--- config.mk ---
export PLATFORM = sky130hd
export DESIGN_NAME = instr_class_ctl
export DESIGN_NICKNAME = d
export VERILOG_FILES = /design/src/rtl/ctl_pkg.sv /design/src/rtl/ctl_stage_reg.sv /design/src/rtl/ctl_alu_stage.sv /design/src/rtl/ctl_mem_stage.sv /design/src/rtl/ctl_wb_stage.sv /design/src/rtl/instr_class_ctl.sv
export SDC_FILE = /design/constraint.sdc
export NUM_CORES = 1
export LEC_CHECK = 0
export ABC_AREA = 1
export BUFFER_PORTS_ARGS = -buffer_cell sky130_fd_sc_hd__clkbuf_2
export CORE_MARGIN = 2
export CORE_UTILIZATION = 44
export CTS_BUF_LIST = sky130_fd_sc_hd__clkbuf_16
export CTS_CLUSTER_DIAMETER = 30
export DETAILED_ROUTE_END_ITERATION = 8
export PLACE_DENSITY = 0.82
export SLEW_MARGIN = 20
export SYNTH_ARGS = -nofsm -noshare
export SYNTH_HDL_FRONTEND = slang
export SYNTH_SLANG_ARGS = --single-unit
--- constraint.sdc ---
create_clock -name clk -period 1.1 [get_ports clk]
set_clock_uncertainty 0.05 [all_clocks]
set_input_delay 0.11 -clock clk [delete_from_list [all_inputs] [get_ports clk]]
set_output_delay 0.11 -clock clk [all_outputs]
set_load 0.01 [all_outputs]
--- src/rtl/ctl_pkg.sv ---
package ctl_pkg;

    localparam int INSTR_W = 32;
    localparam int OPC_W   = 5;
    localparam int IDX_W   = 5;
    localparam int CNT_W   = 5;
    localparam int FN_W    = 4;
    localparam int OPC_LSB = 27;
    localparam int IDX_LSB = 22;
    localparam int CNT_LSB = 0;
    localparam int STAGES  = 3;   // stages 3, 4 and 5 after decode

    typedef enum logic [OPC_W-1:0] {
        OP_NOP  = 5'd0,
        OP_LD   = 5'd1,
        OP_LDR  = 5'd2,
        OP_ST   = 5'd3,
        OP_STR  = 5'd4,
        OP_LA   = 5'd5,
        OP_LAR  = 5'd6,
        OP_BR   = 5'd8,
        OP_BRL  = 5'd9,
        OP_ADD  = 5'd12,
        OP_ADDI = 5'd13,
        OP_SUB  = 5'd14,
        OP_NEG  = 5'd15,
        OP_AND  = 5'd20,
        OP_ANDI = 5'd21,
        OP_OR   = 5'd22,
        OP_ORI  = 5'd23,
        OP_NOT  = 5'd24,
        OP_SHR  = 5'd26,
        OP_SHRA = 5'd27,
        OP_SHL  = 5'd28,
        OP_SHC  = 5'd29
    } opc_e;

    typedef enum logic [FN_W-1:0] {
        FN_ADD  = 4'd0,
        FN_SUB  = 4'd1,
        FN_NEG  = 4'd2,
        FN_AND  = 4'd3,
        FN_OR   = 4'd4,
        FN_NOT  = 4'd5,
        FN_SHR  = 4'd6,
        FN_SHRA = 4'd7,
        FN_SHL  = 4'd8,
        FN_SHC  = 4'd9
    } alu_fn_e;

    // One pipeline slot: just what later stages need to re-decode.
    typedef struct packed {
        logic [OPC_W-1:0] opc;
        logic [IDX_W-1:0] rd;
        logic [CNT_W-1:0] cnt;
    } slot_t;

    localparam slot_t SLOT_NOP = slot_t'('0);

    function automatic logic op_is_shift(input logic [OPC_W-1:0] op);
        return (op == OP_SHR) || (op == OP_SHRA) || (op == OP_SHL) || (op == OP_SHC);
    endfunction

    function automatic logic op_is_alu(input logic [OPC_W-1:0] op);
        logic r;
        case (op)
            OP_ADD, OP_ADDI, OP_SUB, OP_NEG,
            OP_AND, OP_ANDI, OP_OR, OP_ORI, OP_NOT: r = 1'b1;
            default:                                r = op_is_shift(op);
        endcase
        return r;
    endfunction

    function automatic logic op_is_load(input logic [OPC_W-1:0] op);
        return (op == OP_LD) || (op == OP_LDR);
    endfunction

    function automatic logic op_is_store(input logic [OPC_W-1:0] op);
        return (op == OP_ST) || (op == OP_STR);
    endfunction

    function automatic logic op_is_ladr(input logic [OPC_W-1:0] op);
        return (op == OP_LA) || (op == OP_LAR);
    endfunction

    function automatic logic op_is_mem_class(input logic [OPC_W-1:0] op);
        return op_is_load(op) || op_is_store(op) || op_is_ladr(op);
    endfunction

    function automatic logic op_is_rel(input logic [OPC_W-1:0] op);
        return (op == OP_LDR) || (op == OP_STR) || (op == OP_LAR);
    endfunction

    function automatic logic op_writes_reg(input logic [OPC_W-1:0] op);
        return op_is_load(op) || op_is_ladr(op) || (op == OP_BRL) || op_is_alu(op);
    endfunction

    function automatic logic op_takes_imm(input logic [OPC_W-1:0] op,
                                          input logic [CNT_W-1:0] cnt);
        logic r;
        case (op)
            OP_ADDI, OP_ANDI, OP_ORI: r = 1'b1;
            default: r = op_is_mem_class(op) || (op_is_shift(op) && (cnt != '0));
        endcase
        return r;
    endfunction

    function automatic alu_fn_e op_alu_fn(input logic [OPC_W-1:0] op);
        alu_fn_e f;
        case (op)
            OP_SUB:          f = FN_SUB;
            OP_NEG:          f = FN_NEG;
            OP_AND, OP_ANDI: f = FN_AND;
            OP_OR,  OP_ORI:  f = FN_OR;
            OP_NOT:          f = FN_NOT;
            OP_SHR:          f = FN_SHR;
            OP_SHRA:         f = FN_SHRA;
            OP_SHL:          f = FN_SHL;
            OP_SHC:          f = FN_SHC;
            default:         f = FN_ADD;
        endcase
        return f;
    endfunction

endpackage

--- src/rtl/ctl_stage_reg.sv ---
module ctl_stage_reg
    import ctl_pkg::*;
(
    input  logic  clk,
    input  logic  rst,
    input  slot_t d,
    output slot_t q
);
    always_ff @(posedge clk) begin
        if (rst) q <= SLOT_NOP;
        else     q <= d;
    end
endmodule

--- src/rtl/ctl_alu_stage.sv ---
module ctl_alu_stage
    import ctl_pkg::*;
(
    input  slot_t           slot,
    output logic            alu_en,
    output logic            a_pc,
    output logic            b_imm,
    output logic [FN_W-1:0] fn
);
    logic unused_rd;
    assign unused_rd = ^slot.rd;

    always_comb begin
        alu_en = op_is_alu(slot.opc) || op_is_mem_class(slot.opc);
        a_pc   = op_is_rel(slot.opc);
        b_imm  = op_takes_imm(slot.opc, slot.cnt);
        fn     = alu_en ? op_alu_fn(slot.opc) : FN_ADD;
    end
endmodule

--- src/rtl/ctl_mem_stage.sv ---
module ctl_mem_stage
    import ctl_pkg::*;
(
    input  slot_t slot,
    output logic  rd_stb,
    output logic  wr_stb
);
    logic unused_fields;
    assign unused_fields = ^{slot.rd, slot.cnt};

    always_comb begin
        rd_stb = op_is_load(slot.opc);
        wr_stb = op_is_store(slot.opc);
    end
endmodule

--- src/rtl/ctl_wb_stage.sv ---
module ctl_wb_stage
    import ctl_pkg::*;
(
    input  slot_t             slot,
    output logic              we,
    output logic [IDX_W-1:0]  idx
);
    logic unused_cnt;
    assign unused_cnt = ^slot.cnt;

    always_comb begin
        we  = op_writes_reg(slot.opc);
        idx = we ? slot.rd : '0;
    end
endmodule

--- src/rtl/instr_class_ctl.sv ---
module instr_class_ctl
    import ctl_pkg::*;
(
    input  logic               clk,
    input  logic               rst,
    input  logic [INSTR_W-1:0] instr_i,
    input  logic               bubble_i,
    output logic               s3_alu_en,
    output logic               s3_a_pc,
    output logic               s3_b_imm,
    output logic [FN_W-1:0]    s3_alu_fn,
    output logic               s4_mem_rd,
    output logic               s4_mem_wr,
    output logic               s5_reg_we,
    output logic [IDX_W-1:0]   s5_dst_idx
);
    slot_t s2_slot;
    slot_t pipe [1:STAGES];

    logic unused_mid;
    assign unused_mid = ^instr_i[IDX_LSB-1:CNT_LSB+CNT_W];

    always_comb begin
        if (bubble_i) begin
            s2_slot = SLOT_NOP;
        end else begin
            s2_slot.opc = instr_i[OPC_LSB +: OPC_W];
            s2_slot.rd  = instr_i[IDX_LSB +: IDX_W];
            s2_slot.cnt = instr_i[CNT_LSB +: CNT_W];
        end
    end

    for (genvar i = 1; i <= STAGES; i++) begin : g_stage
        if (i == 1) begin : g_first
            ctl_stage_reg u_reg (.clk(clk), .rst(rst), .d(s2_slot),   .q(pipe[i]));
        end else begin : g_next
            ctl_stage_reg u_reg (.clk(clk), .rst(rst), .d(pipe[i-1]), .q(pipe[i]));
        end
    end

    ctl_alu_stage u_s3 (
        .slot   (pipe[1]),
        .alu_en (s3_alu_en),
        .a_pc   (s3_a_pc),
        .b_imm  (s3_b_imm),
        .fn     (s3_alu_fn)
    );

    ctl_mem_stage u_s4 (
        .slot   (pipe[2]),
        .rd_stb (s4_mem_rd),
        .wr_stb (s4_mem_wr)
    );

    ctl_wb_stage u_s5 (
        .slot   (pipe[STAGES]),
        .we     (s5_reg_we),
        .idx    (s5_dst_idx)
    );

    // Assertions
    assert_reset_clears_R1: assert property (@(posedge clk)
        rst |=> (!s3_alu_en && !s4_mem_rd && !s4_mem_wr && !s5_reg_we));

    assert_strobe_excl_R6: assert property (@(posedge clk) disable iff (rst)
        !(s4_mem_rd && s4_mem_wr));

    assert_store_no_wb_R6: assert property (@(posedge clk) disable iff (rst)
        s4_mem_wr |=> !s5_reg_we);

    assert_load_writes_R7: assert property (@(posedge clk) disable iff (rst)
        s4_mem_rd |=> s5_reg_we);

    assert_mem_follows_addr_R8: assert property (@(posedge clk) disable iff (rst)
        (s4_mem_rd || s4_mem_wr) |->
            $past(s3_alu_en && s3_b_imm && (s3_alu_fn == FN_ADD)));

    assert_bubble_zero_R9: assert property (@(posedge clk) disable iff (rst)
        bubble_i |=> (!s3_alu_en && !s3_a_pc && !s3_b_imm && (s3_alu_fn == '0)));

endmodule

==> impl_metrics.ini, run 1 <==
[die]
die_x_um = 62.6
placeableCoreArea_sq_um = 3310
io_pins = 50
fp.dieArea_sq_um = 3920
initial_utilization_pct = 45.6
cell_rows = 21
die_h_um = 62.6

[grt]
grt_overflow_total = 0
antenna_found_initial = 0
grt_start_max_net_pins = 22
grt_pass1_vias = 1288
grt_first_pass_wirelength_mm = 5.07
grt_use_total_pct = 16.7

[synthesis]
syn_area_sq_um = 1510
synth_edf_count = 0
synth_top_family_by_area = simple AND/OR/NAND/NOR gates
netlist-cell-type-count = 21
synthXorXnorAreaFrac_pct = 0
yosysMostFrequentCell = sky130_fd_sc_hd__inv_1
syn_avg_cell_area_sq_um = 7.30
async_flop_share_pct = 0
synth.net_count = 245
seq_area_frac_synth_pct = 51.7
post-synth-top-area-fraction_pct = 51.7
synth-adder-area-share_pct = 2.49
postSynthCellCount = 207
synth_compound_area_share_pct = 5.14
synth_area_in_simple_gates_pct = 26.0
synth.top_cells.by_area = sky130_fd_sc_hd__dfxtp_1 52%, sky130_fd_sc_hd__inv_1 13%, sky130_fd_sc_hd__nor2_1 13%
synth.top_cells.by_count = 54 x sky130_fd_sc_hd__inv_1, 53 x sky130_fd_sc_hd__nor2_1, 39 x sky130_fd_sc_hd__dfxtp_1
synthesis.yosys.warnings = 0
multiplexer_share_of_the_synthesized_area_pct = 0
synth_largest_area_cell = sky130_fd_sc_hd__dfxtp_1
dominantRegCellSynth = sky130_fd_sc_hd__dfxtp_1
ys_ff_latch = 39

[critical_path]
critPathMostFrequentCell = sky130_fd_sc_hd__nand2_4
cp-start-kind = flop
cp_slowest_stage_delay_ns = 0.40
worstPathArrival_ns = 1.43
critPathMaxFanout = 6
cp_top_family = simple AND/OR/NAND/NOR gates
crit_path_cell_trace = inv_6 > nand2_4 > nand2_4 > a21oi_4 > nand3_2 > nor2_4 > nor2_1 > buf_2
crit_slowest_cell = sky130_fd_sc_hd__dfxtp_4
critical_r2r_capture = g_stage[2].g_next.u_reg.q[12]
critical_path_buf_inv_count = 2
crit_path_end_kind = output pin
worst_r2r_path_depth = 4
worst-setup-path-type = reg -> out
rrSetupSlack_ns = 0.22
required_ns = 0.94
regToRegStartpoint = g_stage[1].g_first.u_reg.q[12]

[sta]
clock.fmax_ghz = 0.629
grt_setup_unrepaired = true
report.final.slew_viol_count = 0
final_hold_viol_count = 0
worstMarginPinSlew_ns = 0.342
setup-violations-final = 15
min_period_ns = 1.59
fin_worst_hold_slack_ns = 0.0612
timing.max_slew.rel_slack_pct = 77.1
layout_setup_ws_ns = -0.490
final.period_utilization_pct = 145

[placed_design]
gp_congestion = 0.789
pre_cts_slack_ns = -0.223
detailed_place_hpwl_mm = 1.93
io_port_bufs = 32

[min_path]
worst_hold_path.endpoint = g_stage[1].g_first.u_reg.q[13]
min-delay-start = instr_i[30]
hold_path_class = in -> reg
number_of_stages_on_the_worst_hold_path = 3

[final_layout]
layout-drive-gt1-share_pct = 37.9
flow.area_growth_from_synthesis_pct = 52.4
antenna_cells = 0
n_fill_cell = 258
finalNetCount = 309

[routing]
count_of_tritonroute_iterations_in_the_first_routing_pass = 4
first_iter_violations = 28
final_antenna_net_count = 0
routed_wirelength_mm = 2.96
viasPerCell = 4.30
drc = 0
num_vias = 1366
wl_per_cell_um = 9.29

[clock_network]
cts_tree = done
cts-buffers-inserted = 5
clkTransAtPathRegs_ns = 0.05
cts_max_path_buffers = 2
cts_htree_levels = 2
worstSkewPairLatency_ns = 0.28
clock_sink_count = 39
clockRootBuffer = sky130_fd_sc_hd__clkbuf_16

[flow_run]
cap_violations = 0

[status]
outcome = complete, but fails checks
violations = negative setup slack

[power_and_ir_drop]
static_leakage_nw = 1.16
power_density_nw_per_um2 = 1470
vdd_drop_max_mv = 1.13
-- power by group --
part	switching [mW]	total [mW]	leakage (nW)	internal, mW
Combinational	0.166	0.320	0.749	0.154
Clock	0.526	1.59	0.0838	1.07
Sequential	0.0286	1.47	0.324	1.45
-- final cells by class --
cell class,count,area [sq um],share of cell area [%]
timing repair buffer,60,403,17.5
multi-input combinational,109,644,28.0
sequential,39,808,35.1
clock inverter,3,43.8,1.90
inverter,56,220,9.57
clock buffer,5,125,5.43
tap,46,57.6,2.50
-- how the worst max path moves through the flow --
stage,startpoint,end,slack (ns),depth (start not counted)
floorplan,g_stage[1].g_first.u_reg.q[13],s3_alu_en,-0.06,7
global placement,g_stage[1].g_first.u_reg.q[12],s3_alu_en,-0.18,8
detailed placement,g_stage[1].g_first.u_reg.q[13],s3_alu_fn[1],-0.22,8
CTS,g_stage[1].g_first.u_reg.q[13],s3_alu_fn[2],-0.46,8
global route,g_stage[1].g_first.u_reg.q[13],s3_alu_fn[1],-0.55,8
finish,g_stage[1].g_first.u_reg.q[13],s3_alu_fn[1],-0.49,8
-- stage by stage --
step | instances | total power, mW | instance area, sq um | util [%] | TNS [ns]
finish | 318 | 3.39 | 2300 | 69.5 | -5.70
global route | 318 | 3.52 | 2300 | 69.5 | -6.99
CTS | 316 | 3.39 | 2210 | 66.9 | -5.53
detailed placement | 297 | 1.75 | 1840 | 55.6 | -2.37
global placement | 297 | 1.74 | 1840 | 55.6 | -1.62
floorplan | 207 | 1.64 | 1520 | - | -0.286
-- cells by family after synthesis --
kind of cell | after synthesis
flip-flops | 39
buffers and inverters | 59
AO/OA/AOI/OAI | 11
AND/OR/NAND/NOR | 95
adder cells (fa/ha/maj) | 3
-- tightest hold or removal path, stage by stage --
cell	delay [ns]
sky130_fd_sc_hd__clkbuf_2	0.10
sky130_fd_sc_hd__nand2_1	0.09
sky130_fd_sc_hd__inv_1	0.06
-- timing repair --
item,in CTS,in global routing
setup endpoints to repair,15,16
hold buffers,10,0
pin swaps,12,15
hold endpoints to repair,10,0
buffers inserted,1,2
resized for setup,34,35
-- layer usage --
metal / vias up / wire, um / track usage (%)
met5: - / 0 / 0
met4: 0 / 127 / 12.2
met3: 11 / 140 / 6.13
met2: 33 / 1580 / 29.4
met1: 590 / 1110 / 15.7
li1: 732 / - / -
-- placed cells by master, fill, tap and decap left out, drive strengths merged --
master	count
o31ai	2
nor3	3
nor3b	1
dlygate4sd3	10
inv	56
o21ai	3
a2111oi	1
nand2	25
nand4	4
o21a	1
o22ai	1
buf	28
nand3	7
dfxtp	39
nor2	54
a21oi	2
bufinv	1
clkbuf	27
clkinv	2
ha	3
o21bai	1
nor4	1
No activity file was read; power rests on OpenSTA's default activity.
==> run 2: changes to the inputs <==
BUFFER_PORTS_ARGS = -buffer_cell sky130_fd_sc_hd__buf_2   (was -buffer_cell sky130_fd_sc_hd__clkbuf_2)
==> run 2 against run 1 <==
Against the previous run: the run still ends with negative setup slack left; first-iteration DRC count down 43%; register-to-register slack better by 0.11 ns; maximum frequency is 1.8% lower; die area unchanged; clock power down 14%; global-route usage hardly changed; critical path depth stayed put; sequential cell count did not move; utilization decreased by 1.2 points; setup slack worse by 0.030 ns; final area is 1.8% lower; critical endpoint unchanged.
==> impl_metrics.ini, run 2 (synthesis results as in run 1) <==
[final_layout]
n_fill_cell = 283
layout-drive-gt1-share_pct = 37.7
finalNetCount = 310
flow.area_growth_from_synthesis_pct = 49.7
antenna_cells = 0
most-common-layout-cells = 47 x sky130_fd_sc_hd__inv_1, 47 x sky130_fd_sc_hd__nor2_1, 31 x sky130_fd_sc_hd__buf_2
post-route-util_pct = 68.3

[clock_network]
clock_sink_count = 39
cts_tree = done
cts_max_path_buffers = 2
cts_htree_levels = 2
clkTransAtPathRegs_ns = 0.05
cts-buffers-inserted = 5
worstSkewPairLatency_ns = 0.28
clockRootBuffer = sky130_fd_sc_hd__clkbuf_16

[sta]
grt_setup_unrepaired = true
final.period_utilization_pct = 147
final_hold_viol_count = 0
setup-violations-final = 15
worstMarginPinSlew_ns = 0.318
min_period_ns = 1.62
clock.fmax_ghz = 0.617
layout_setup_ws_ns = -0.520
report.final.slew_viol_count = 0
timing.max_slew.rel_slack_pct = 78.7

[grt]
grt_pass1_vias = 1314
grt_overflow_total = 0
grt_use_total_pct = 16.7
grt_first_pass_wirelength_mm = 5.10
antenna_found_initial = 0
grt_start_max_net_pins = 22

[critical_path]
worst_r2r_path_depth = 3
critPathMaxFanout = 6
cp_slowest_stage_delay_ns = 0.40
crit_slowest_cell = sky130_fd_sc_hd__dfxtp_4
required_ns = 0.94
worstPathArrival_ns = 1.46
worst-setup-path-type = reg -> out
critical_path_buf_inv_count = 1
crit_path_end_kind = output pin
cp-start-kind = flop
crit_path_cell_trace = nand2_4 > nand2_2 > nor2_2 > a21oi_2 > nand3_2 > nor2_4 > nor2_1 > buf_2
cp_top_family = simple AND/OR/NAND/NOR gates
number_of_cells_on_the_critical_path = 8

[power_and_ir_drop]
p_total_mw = 3.17
static_leakage_nw = 1.15
power_density_nw_per_um2 = 1400
vdd_drop_max_mv = 0.842

[die]
die_x_um = 62.6
cell_rows = 21
fp.dieArea_sq_um = 3920
initial_utilization_pct = 45.6
placeableCoreArea_sq_um = 3310
io_pins = 50
die_h_um = 62.6

[min_path]
number_of_stages_on_the_worst_hold_path = 3
hold_path_class = in -> reg

[status]
outcome = complete, but fails checks
violations = negative setup slack

[routing]
count_of_tritonroute_iterations_in_the_first_routing_pass = 4
first_iter_violations = 16
num_vias = 1391
routed_wirelength_mm = 3.10
drc = 0
final_antenna_net_count = 0
wl_per_cell_um = 9.72
viasPerCell = 4.36

[placed_design]
gp_congestion = 0.769
detailed_place_hpwl_mm = 1.96
io_port_bufs = 32

[flow_run]
cap_violations = 0
-- run 2: cell types whose count changed in the layout (fill, tap and decap cells not counted), sizes merged --
cell / previous run / this run
buf: 28 / 52
dlygate4sd3: 10 / 9
clkbuf: 27 / 5
clkinv: 2 / 1
clkinvlp: 0 / 2
bufinv: 1 / 0
-- run 2: metrics by stage --
stage          instance area (sq um)  instances  TNS (ns)  hold slack (ns)  setup slack, ns
2_1_floorplan                   1520        207    -0.286            0.172          -0.0592
3_3_place_gp                    1850        298     -1.67            0.279           -0.191
3_5_place_dp                    1850        298     -2.28            0.280           -0.246
4_1_cts                         2200        319     -5.40           0.0146           -0.467
5_1_grt                         2260        319     -6.88           0.0330           -0.587
6_report                        2260        319     -5.59           0.0165           -0.520
-- run 2: worst paths after layout --
kind,end,startpoint,slack [ns]
hold reg to reg,g_stage[2].g_next.u_reg.q[5],g_stage[1].g_first.u_reg.q[5],0.35
setup / recovery,s3_alu_fn[1],g_stage[1].g_first.u_reg.q[12],-0.52
hold / removal,g_stage[1].g_first.u_reg.q[7],instr_i[24],0.02
setup reg to reg,g_stage[2].g_next.u_reg.q[12],g_stage[1].g_first.u_reg.q[12],0.33
-- run 2: cell type report --
type / instances / area, sq um / area share (%)
multi-input cells: 109 / 626 / 27.7
flip-flops and latches: 39 / 801 / 35.4
well taps: 46 / 57.6 / 2.55
inverters: 56 / 218 / 9.63
clock inverters: 3 / 20.0 / 0.885
clock buffers: 5 / 125 / 5.53
repair buffers: 61 / 414 / 18.3
-- run 2: timing repair --
action                                  4_1_cts  5_1_grt
hold endpoints to repair                      9        0
buffers inserted                              4        2
gates resized for setup                      34       19
hold buffers                                  9        0
pin swaps                                     6       15
endpoints found under the setup margin       15       16
-- run 2: layer usage --
metal  global-route usage, %  vias up  share of wire [%]
met3                    5.95        7                3.5
met5                       0        -                  0
li1                        -      735                  -
met1                    15.0      624                 37
met2                    32.7       25                 57
met4                    7.50        0                2.4
-- run 2: worst min-delay path, stage by stage --
cell	delay, ns
sky130_fd_sc_hd__buf_2	0.10
sky130_fd_sc_hd__inv_1	0.05
sky130_fd_sc_hd__nor2_1	0.04
-- run 2: power by group --
group	switching (mW)	internal, mW
Combinational	0.167	0.158
Clock	0.535	0.833
Sequential	0.0274	1.45
Total	0.730	2.44
